--- src/rtl/qdl_pkg.sv ---
package qdl_pkg;

    localparam int CODE_W  = 8;
    localparam int CH_NUM  = 4;
    localparam int SEL_W   = $clog2(CH_NUM);
    localparam int FULL_MV = 10000;
    localparam int MV_W    = 14;

    typedef logic [CODE_W-1:0] code_t;

    typedef struct packed {
        logic             strobe_n;
        logic [SEL_W-1:0] sel;
        code_t            code;
    } bus_t;

    localparam bus_t BUS_IDLE = '{strobe_n: 1'b1, sel: '0, code: '0};

    function automatic logic [MV_W-1:0] code_to_mv(input code_t c);
        int unsigned prod;
        prod = int'(c) * FULL_MV;
        return MV_W'(prod >> CODE_W);
    endfunction

endpackage

--- src/rtl/qdl_in_sync.sv ---
module qdl_in_sync
    import qdl_pkg::*;
#(
    parameter int STAGES = 2
) (
    input  logic clk,
    input  logic rst,
    input  bus_t bus_i,
    output bus_t bus_o
);

    bus_t stg_q [STAGES];

    always_ff @(posedge clk) begin
        if (rst) begin
            for (int k = 0; k < STAGES; k++) stg_q[k] <= BUS_IDLE;
        end else begin
            stg_q[0] <= bus_i;
            for (int k = 1; k < STAGES; k++) stg_q[k] <= stg_q[k-1];
        end
    end

    assign bus_o = stg_q[STAGES-1];

endmodule

--- src/rtl/qdl_chan_bank.sv ---
module qdl_chan_bank
    import qdl_pkg::*;
(
    input  logic  clk,
    input  logic  rst,
    input  bus_t  bus_s,
    output code_t chan_o [CH_NUM]
);

    code_t chan_q [CH_NUM];

    for (genvar i = 0; i < CH_NUM; i++) begin : g_ch
        logic hit;
        assign hit = !bus_s.strobe_n && (bus_s.sel == SEL_W'(i));

        always_ff @(posedge clk) begin
            if (rst)      chan_q[i] <= '0;
            else if (hit) chan_q[i] <= bus_s.code;
        end

        assign chan_o[i] = chan_q[i];


        idle_hold_chk: assert property (@(posedge clk) disable iff (rst)
            bus_s.strobe_n |=> $stable(chan_q[i]));


        follow_chk: assert property (@(posedge clk) disable iff (rst)
            (!bus_s.strobe_n && bus_s.sel == SEL_W'(i)) |=> chan_q[i] == $past(bus_s.code));


        other_keep_chk: assert property (@(posedge clk) disable iff (rst)
            (!bus_s.strobe_n && bus_s.sel != SEL_W'(i)) |=> $stable(chan_q[i]));
    end

endmodule

--- src/rtl/qdl_wr_timing.sv ---
module qdl_wr_timing
    import qdl_pkg::*;
#(
    parameter int PW_CYC    = 5,
    parameter int SETUP_CYC = 7,
    parameter int HOLD_CYC  = 2
) (
    input  logic clk,
    input  logic rst,
    input  logic clr,
    input  bus_t bus_s,
    output logic err_width,
    output logic err_setup,
    output logic err_hold
);

    localparam int PW_W = $clog2(PW_CYC + 2);
    localparam int SU_W = $clog2(SETUP_CYC + 2);
    localparam int HD_W = $clog2(HOLD_CYC + 2);

    logic            strobe_d;
    code_t           code_d;
    logic [PW_W-1:0] low_cnt;
    logic [SU_W-1:0] stab_cnt;
    logic [HD_W-1:0] hold_cnt;
    logic            rise, chg;
    logic            v_width, v_setup, v_hold;

    assign rise = bus_s.strobe_n && !strobe_d;
    assign chg  = bus_s.code != code_d;

    assign v_width = rise && (low_cnt < PW_W'(PW_CYC));
    assign v_setup = rise && (chg || (stab_cnt < SU_W'(SETUP_CYC)));
    assign v_hold  = !rise && (hold_cnt != '0) && chg;

    always_ff @(posedge clk) begin
        if (rst) begin
            strobe_d <= 1'b1;
            code_d   <= '0;
            low_cnt  <= '0;
            stab_cnt <= '0;
            hold_cnt <= '0;
        end else begin
            strobe_d <= bus_s.strobe_n;
            code_d   <= bus_s.code;
            if (bus_s.strobe_n)                low_cnt <= '0;
            else if (low_cnt != PW_W'(PW_CYC)) low_cnt <= low_cnt + 1'b1;
            if (chg)                               stab_cnt <= '0;
            else if (stab_cnt != SU_W'(SETUP_CYC)) stab_cnt <= stab_cnt + 1'b1;
            if (rise)                 hold_cnt <= HD_W'(HOLD_CYC);
            else if (hold_cnt != '0)  hold_cnt <= hold_cnt - 1'b1;
        end
    end

    always_ff @(posedge clk) begin
        if (rst) begin
            err_width <= 1'b0;
            err_setup <= 1'b0;
            err_hold  <= 1'b0;
        end else begin
            err_width <= (err_width && !clr) || v_width;
            err_setup <= (err_setup && !clr) || v_setup;
            err_hold  <= (err_hold  && !clr) || v_hold;
        end
    end


    width_sticky_chk: assert property (@(posedge clk) disable iff (rst)
        (err_width && !clr) |=> err_width);


    setup_sticky_chk: assert property (@(posedge clk) disable iff (rst)
        (err_setup && !clr) |=> err_setup);


    hold_sticky_chk: assert property (@(posedge clk) disable iff (rst)
        (err_hold && !clr) |=> err_hold);


    width_quiet_chk: assert property (@(posedge clk) disable iff (rst)
        (!err_width && !rise) |=> !err_width);

endmodule

--- src/rtl/quad_dac_latch_bank.sv ---
module quad_dac_latch_bank
    import qdl_pkg::*;
#(
    parameter int SYNC_STAGES = 2,
    parameter int PW_CYC      = 5,
    parameter int SETUP_CYC   = 7,
    parameter int HOLD_CYC    = 2
) (
    input  logic                     clk,
    input  logic                     rst,
    input  logic                     clr_err_i,
    input  logic                     wr_n_i,
    input  logic [SEL_W-1:0]         sel_i,
    input  logic [CODE_W-1:0]        code_i,
    input  logic [SEL_W-1:0]         mon_sel_i,
    output logic [CH_NUM*CODE_W-1:0] codes_o,
    output logic [MV_W-1:0]          mon_mv_o,
    output logic                     err_width_o,
    output logic                     err_setup_o,
    output logic                     err_hold_o
);

    bus_t  bus_raw, bus_s;
    code_t chan [CH_NUM];

    assign bus_raw = '{strobe_n: wr_n_i, sel: sel_i, code: code_i};

    qdl_in_sync #(.STAGES(SYNC_STAGES)) i_sync (
        .clk   (clk),
        .rst   (rst),
        .bus_i (bus_raw),
        .bus_o (bus_s)
    );

    qdl_chan_bank i_bank (
        .clk    (clk),
        .rst    (rst),
        .bus_s  (bus_s),
        .chan_o (chan)
    );

    qdl_wr_timing #(
        .PW_CYC    (PW_CYC),
        .SETUP_CYC (SETUP_CYC),
        .HOLD_CYC  (HOLD_CYC)
    ) i_timing (
        .clk       (clk),
        .rst       (rst),
        .clr       (clr_err_i),
        .bus_s     (bus_s),
        .err_width (err_width_o),
        .err_setup (err_setup_o),
        .err_hold  (err_hold_o)
    );

    for (genvar i = 0; i < CH_NUM; i++) begin : g_pack
        assign codes_o[i*CODE_W +: CODE_W] = chan[i];
    end

    assign mon_mv_o = code_to_mv(chan[mon_sel_i]);


    always_comb begin
        if (!rst) mon_full_chk: assert (mon_mv_o < MV_W'(FULL_MV));
    end

endmodule

--- config.mk ---
export PLATFORM = sky130hd
export DESIGN_NAME = quad_dac_latch_bank
export DESIGN_NICKNAME = d
export VERILOG_FILES = /design/src/rtl/qdl_pkg.sv /design/src/rtl/qdl_in_sync.sv /design/src/rtl/qdl_chan_bank.sv /design/src/rtl/qdl_wr_timing.sv /design/src/rtl/quad_dac_latch_bank.sv
export SDC_FILE = /design/constraint.sdc
export NUM_CORES = 1
export LEC_CHECK = 0
export BUFFER_PORTS_ARGS = -buffer_cell sky130_fd_sc_hd__buf_2
export CELL_PAD_IN_SITES_DETAIL_PLACEMENT = 1
export CELL_PAD_IN_SITES_GLOBAL_PLACEMENT = 1
export CORE_MARGIN = 2
export CORE_UTILIZATION = 48
export DETAILED_ROUTE_END_ITERATION = 6
export PLACE_DENSITY_LB_ADDON = 0.05
export SLEW_MARGIN = 10
export SYNTH_ARGS = -nofsm -noshare
export SYNTH_HDL_FRONTEND = slang
export SYNTH_SLANG_ARGS = --single-unit
--- constraint.sdc ---
create_clock -name clk -period 11.5 [get_ports clk]
set_input_delay 0.575 -clock clk [delete_from_list [all_inputs] [get_ports clk]]
set_output_delay 0.575 -clock clk [all_outputs]
set_load 0.02 [all_outputs]
==> flow_metrics.tcl <==
set metrics [dict create \
    first_global_vias 2792 \
    cts_num_sinks 75 \
    antennaDiodeCount 0 \
    net_count_of_the_mapped_netlist 428 \
    timing.hold.worst.class "input port to flip-flop" \
    yosysMostFrequentCell "sky130_fd_sc_hd__nor2_1" \
    regToRegStartpoint "i_sync.stg_q[0][21]$_SDFF_PP1_" \
    final.setup.tns_ns 0 \
    place.port_buffers 64 \
    place_worst_setup_slack_ns 6.04 \
    syn-cell-area_sq_um 4040 \
    r2r_end "i_bank.chan_q[1][7]$_SDFFCE_PN0P_" \
    std_cell_rows 33 \
    postSynthRegisterBits 75 \
    rsz0062_at_grt "no" \
    clock_path_buffers 2 \
    netlist_top_cells_area "sky130_fd_sc_hd__edfxtp_1 24%, sky130_fd_sc_hd__dfxtp_1 21%, sky130_fd_sc_hd__ha_1 13%" \
    timing.final.setup_violations 0 \
    tritoncts "done" \
    final_layout_size_suffix_gt1_share_pct 24.2 \
    synth_commonest_cells "45 x sky130_fd_sc_hd__nor2_1, 43 x sky130_fd_sc_hd__dfxtp_1, 43 x sky130_fd_sc_hd__ha_1, 37 x sky130_fd_sc_hd__inv_1, 32 x sky130_fd_sc_hd__edfxtp_1" \
    hold-path-cell-count 2 \
    hold_viol_final 0 \
    routed_via_density 5.22 \
    grt_first_pass_wirelength_microns 13300 \
    number_of_enable_type_register_cells_in_the_synthesized_netlist 32 \
    grt_start_max_net_pins 42 \
    postCtsSetupBuffers 0 \
    globalRouteOverflowTotal 0 \
    drt_first_iter_violations 80 \
    r2r_slack_ns 9.85 \
    sw_frac_of_total_pct 32.1 \
    antenna_found_initial 0 \
    max-cap-violations 0 \
    synth_top_area_share_pct 23.8 \
    seq_area_frac_synth_pct 45.1 \
    power_switching_mw 0.240 \
    floorplan.initialDensity_pct 49.4 \
    grt_most_used_layer "met2" \
    worstPathMaxFanout 11 \
    areaGrowthSynthToFinish_pct 15.9 \
    ir_worst_vdd_v 0.000143 \
    p_comb_share_pct 30.8 \
    boundaryPins 65 \
    global_route_track_usage_on_met3_pct 3.56 \
    remaining_drc_errors 0 \
    synth_top_cell_by_area "sky130_fd_sc_hd__edfxtp_1" \
    dr.pass1.iters 4 \
    clock_buffer_count_from_cts 9 \
    end_kind "output port" \
    outcome "finished, final reports clean" \
    dpl.hpwl_microns 6660 \
    worst_hold_startpoint "wr_n_i" \
    crit_path_setup_slack_layout_ns 6.08 \
    hold_buffers 0 \
    ff2ff_path_depth 2 \
    worst-slew-pin-transition_ns 0.617 \
    fin_util_pct 57.2 \
    chipHeight_microns 95.7 \
    grt_util_all_layers_pct 19.3 \
    finalMaxSlewViolations 0 \
    critical_path.startpoint_type "input port" \
    global_routing_met1_resource_utilization_pct 21.3 \
    leakage_component_of_the_power_nw 2.21 \
    wire_length_per_cell_after_detailed_routing_microns 15.4 \
    synth_cell_types 42 \
    clk_latency_ns 0.34 \
    cts.repair.resized 0 \
    clock_share_of_power_pct 30.1 \
    p_seq_share_pct 39.1 \
    worst_setup_path_startpoint "mon_sel_i[0]" \
    cp_data_required_time_ns 10.93 \
    fin_crit_sh_pct 47.1 \
    setup.worst_path.class "input port to output port" \
    route.vias.total 2785 \
    routed_wl_microns 8200 \
    worst_hold_path_endpoint "i_sync.stg_q[0][10]$_SDFF_PP1_" \
    data_arrival_time_of_the_worst_path_ns 4.85 \
    nets 494 \
    ys_dominant_reg_cell "sky130_fd_sc_hd__dfxtp_1" \
    power_mw 0.746 \
    clock_pin_slew_on_the_worst_setup_and_hold_paths_ns 0.08 \
    clock-root-buffer "sky130_fd_sc_hd__clkbuf_8" \
    internal_power_mw 0.506 \
    floorplan.core_area_sq_um 8180 \
    synth_async_sr_flop_share_pct 0 \
    slew_headroom_pct 58.8 \
    synth_area_per_cell_sq_um 11.3 \
    post_synthesis_cell_count 358 \
    die_w_microns 95.7 \
    gpl.final_weighted_congestion 0.776 \
    htree_num_levels 3 \
    period_minus_slack_ns 5.42 \
    pwr_density_cell_nw_per_um2 159 \
    floorplan.die_area_sq_um 9160 \
    n_fill_cell 908 \
    finalClockSkew_ns 0.00834 \
    groute.layer.met2.usage_pct 37.1 \
    maxClockFrequency_ghz 0.184 \
    detail-route-antenna-nets 0 \
    synth-warning-count 0 \
]
==> cell usage in the layout, fill, tap and decap left out, types with 2 or more instances in the layout <==
cell type                   count
sky130_fd_sc_hd__a21o_1         4
sky130_fd_sc_hd__a21oi_1       10
sky130_fd_sc_hd__a21oi_2        3
sky130_fd_sc_hd__a31oi_1        3
sky130_fd_sc_hd__buf_2         64
sky130_fd_sc_hd__clkbuf_16      2
sky130_fd_sc_hd__clkbuf_8       9
sky130_fd_sc_hd__dfxtp_1       43
sky130_fd_sc_hd__edfxtp_1      32
sky130_fd_sc_hd__fa_1          11
sky130_fd_sc_hd__ha_1          43
sky130_fd_sc_hd__inv_1         37
sky130_fd_sc_hd__mux4_2        11
sky130_fd_sc_hd__nand2_1       12
sky130_fd_sc_hd__nand2b_1      15
sky130_fd_sc_hd__nand3_1        3
sky130_fd_sc_hd__nand3b_1       2
sky130_fd_sc_hd__nor2_1        45
sky130_fd_sc_hd__nor2b_1       24
sky130_fd_sc_hd__nor3_1         2
sky130_fd_sc_hd__nor4_2         2
sky130_fd_sc_hd__o211ai_1       4
sky130_fd_sc_hd__o21ai_0        3
sky130_fd_sc_hd__o21ai_1        3
sky130_fd_sc_hd__or2_2          3
sky130_fd_sc_hd__xnor2_1        8
sky130_fd_sc_hd__xor2_1        11
==> power groups by stage <==
stage / registers [mW] / logic (mW) / clock network (mW)
after floorplan: 0.301 / 0.168 / 0
after global placement: 0.297 / 0.226 / 0
after detailed placement: 0.298 / 0.233 / 0
after CTS: 0.292 / 0.234 / 0.229
after global routing: 0.293 / 0.259 / 0.241
final: 0.292 / 0.230 / 0.224
==> sequential cells by signal, summed over array words and instances (netlist names) <==
signal              count
i_bank.chan_q          32
i_sync.stg_q           22
i_timing.code_d         8
i_timing.err_hold       1
i_timing.err_setup      1
i_timing.err_width      1
i_timing.hold_cnt       2
i_timing.low_cnt        3
i_timing.stab_cnt       4
i_timing.strobe_d       1
==> per-stage QoR <==
| stage | instance area (sq um) | hold WS (ns) | instances |
|---|---|---|---|
| finish | 4680 | 0.414 | 534 |
| global route | 4680 | 0.397 | 534 |
| CTS | 4680 | 0.397 | 534 |
| detailed placement | 4450 | 0.400 | 518 |
| global placement | 4450 | 0.391 | 518 |
| floorplan | 4040 | 0.389 | 358 |
==> worst max-delay path: stages <==
cell and delay [ns]:
sky130_fd_sc_hd__buf_2 0.31, sky130_fd_sc_hd__mux4_2 0.64, sky130_fd_sc_hd__ha_1 0.33, sky130_fd_sc_hd__ha_1 0.29, sky130_fd_sc_hd__inv_1 0.08, sky130_fd_sc_hd__fa_1 0.44
sky130_fd_sc_hd__fa_1 0.60, sky130_fd_sc_hd__inv_1 0.06, sky130_fd_sc_hd__ha_1 0.31, sky130_fd_sc_hd__a211oi_2 0.28, sky130_fd_sc_hd__o21ai_1 0.15, sky130_fd_sc_hd__a31oi_1 0.32
sky130_fd_sc_hd__o21ai_1 0.12, sky130_fd_sc_hd__a21o_1 0.18, sky130_fd_sc_hd__buf_2 0.15
==> cell families after synthesis <==
| group | Yosys count | share of synthesized area (%) |
|---|---|---|
| and+or+nand+nor | 114 | 14.6 |
| DFF | 75 | 45.1 |
| adders and majority gates | 54 | 18.8 |
| buffers and inverters | 46 | 4.40 |
| AOI/OAI and AO/OA | 38 | 6.57 |
| xor gates and xnor gates | 19 | 4.12 |
| muxes | 12 | 6.39 |
==> worst max-delay path by stage <==
stage | slack [ns] | endpoint | depth (start not counted)
3_3_place_gp | 6.10 | mon_mv_o[13] | 15
5_1_grt | 5.79 | mon_mv_o[13] | 15
4_1_cts | 6.02 | mon_mv_o[13] | 15
6_report | 6.08 | mon_mv_o[13] | 15
2_1_floorplan | 6.51 | mon_mv_o[12] | 13
3_5_place_dp | 6.04 | mon_mv_o[13] | 15
==> area by class of cell <==
cell class	count	area, sq um	share of cell area, %
timing repair buffer	64	320	6.85
sequential	75	1820	38.9
tap	105	131	2.81
clock inverter	4	52.6	1.12
clock buffer	12	178	3.80
multi-input combinational	237	2040	43.5
inverter	37	139	2.97
==> per-layer routing <==
layer / vias up / part of all wire (%) / wire length, microns
met4: 0 / 0.88 / 72
li1: 1348 / - / -
met2: 41 / 56 / 4620
met1: 1388 / 40 / 3270
met5: - / 0 / 0
met3: 8 / 2.9 / 237
Note: power is estimated with default switching activity, not from simulation.
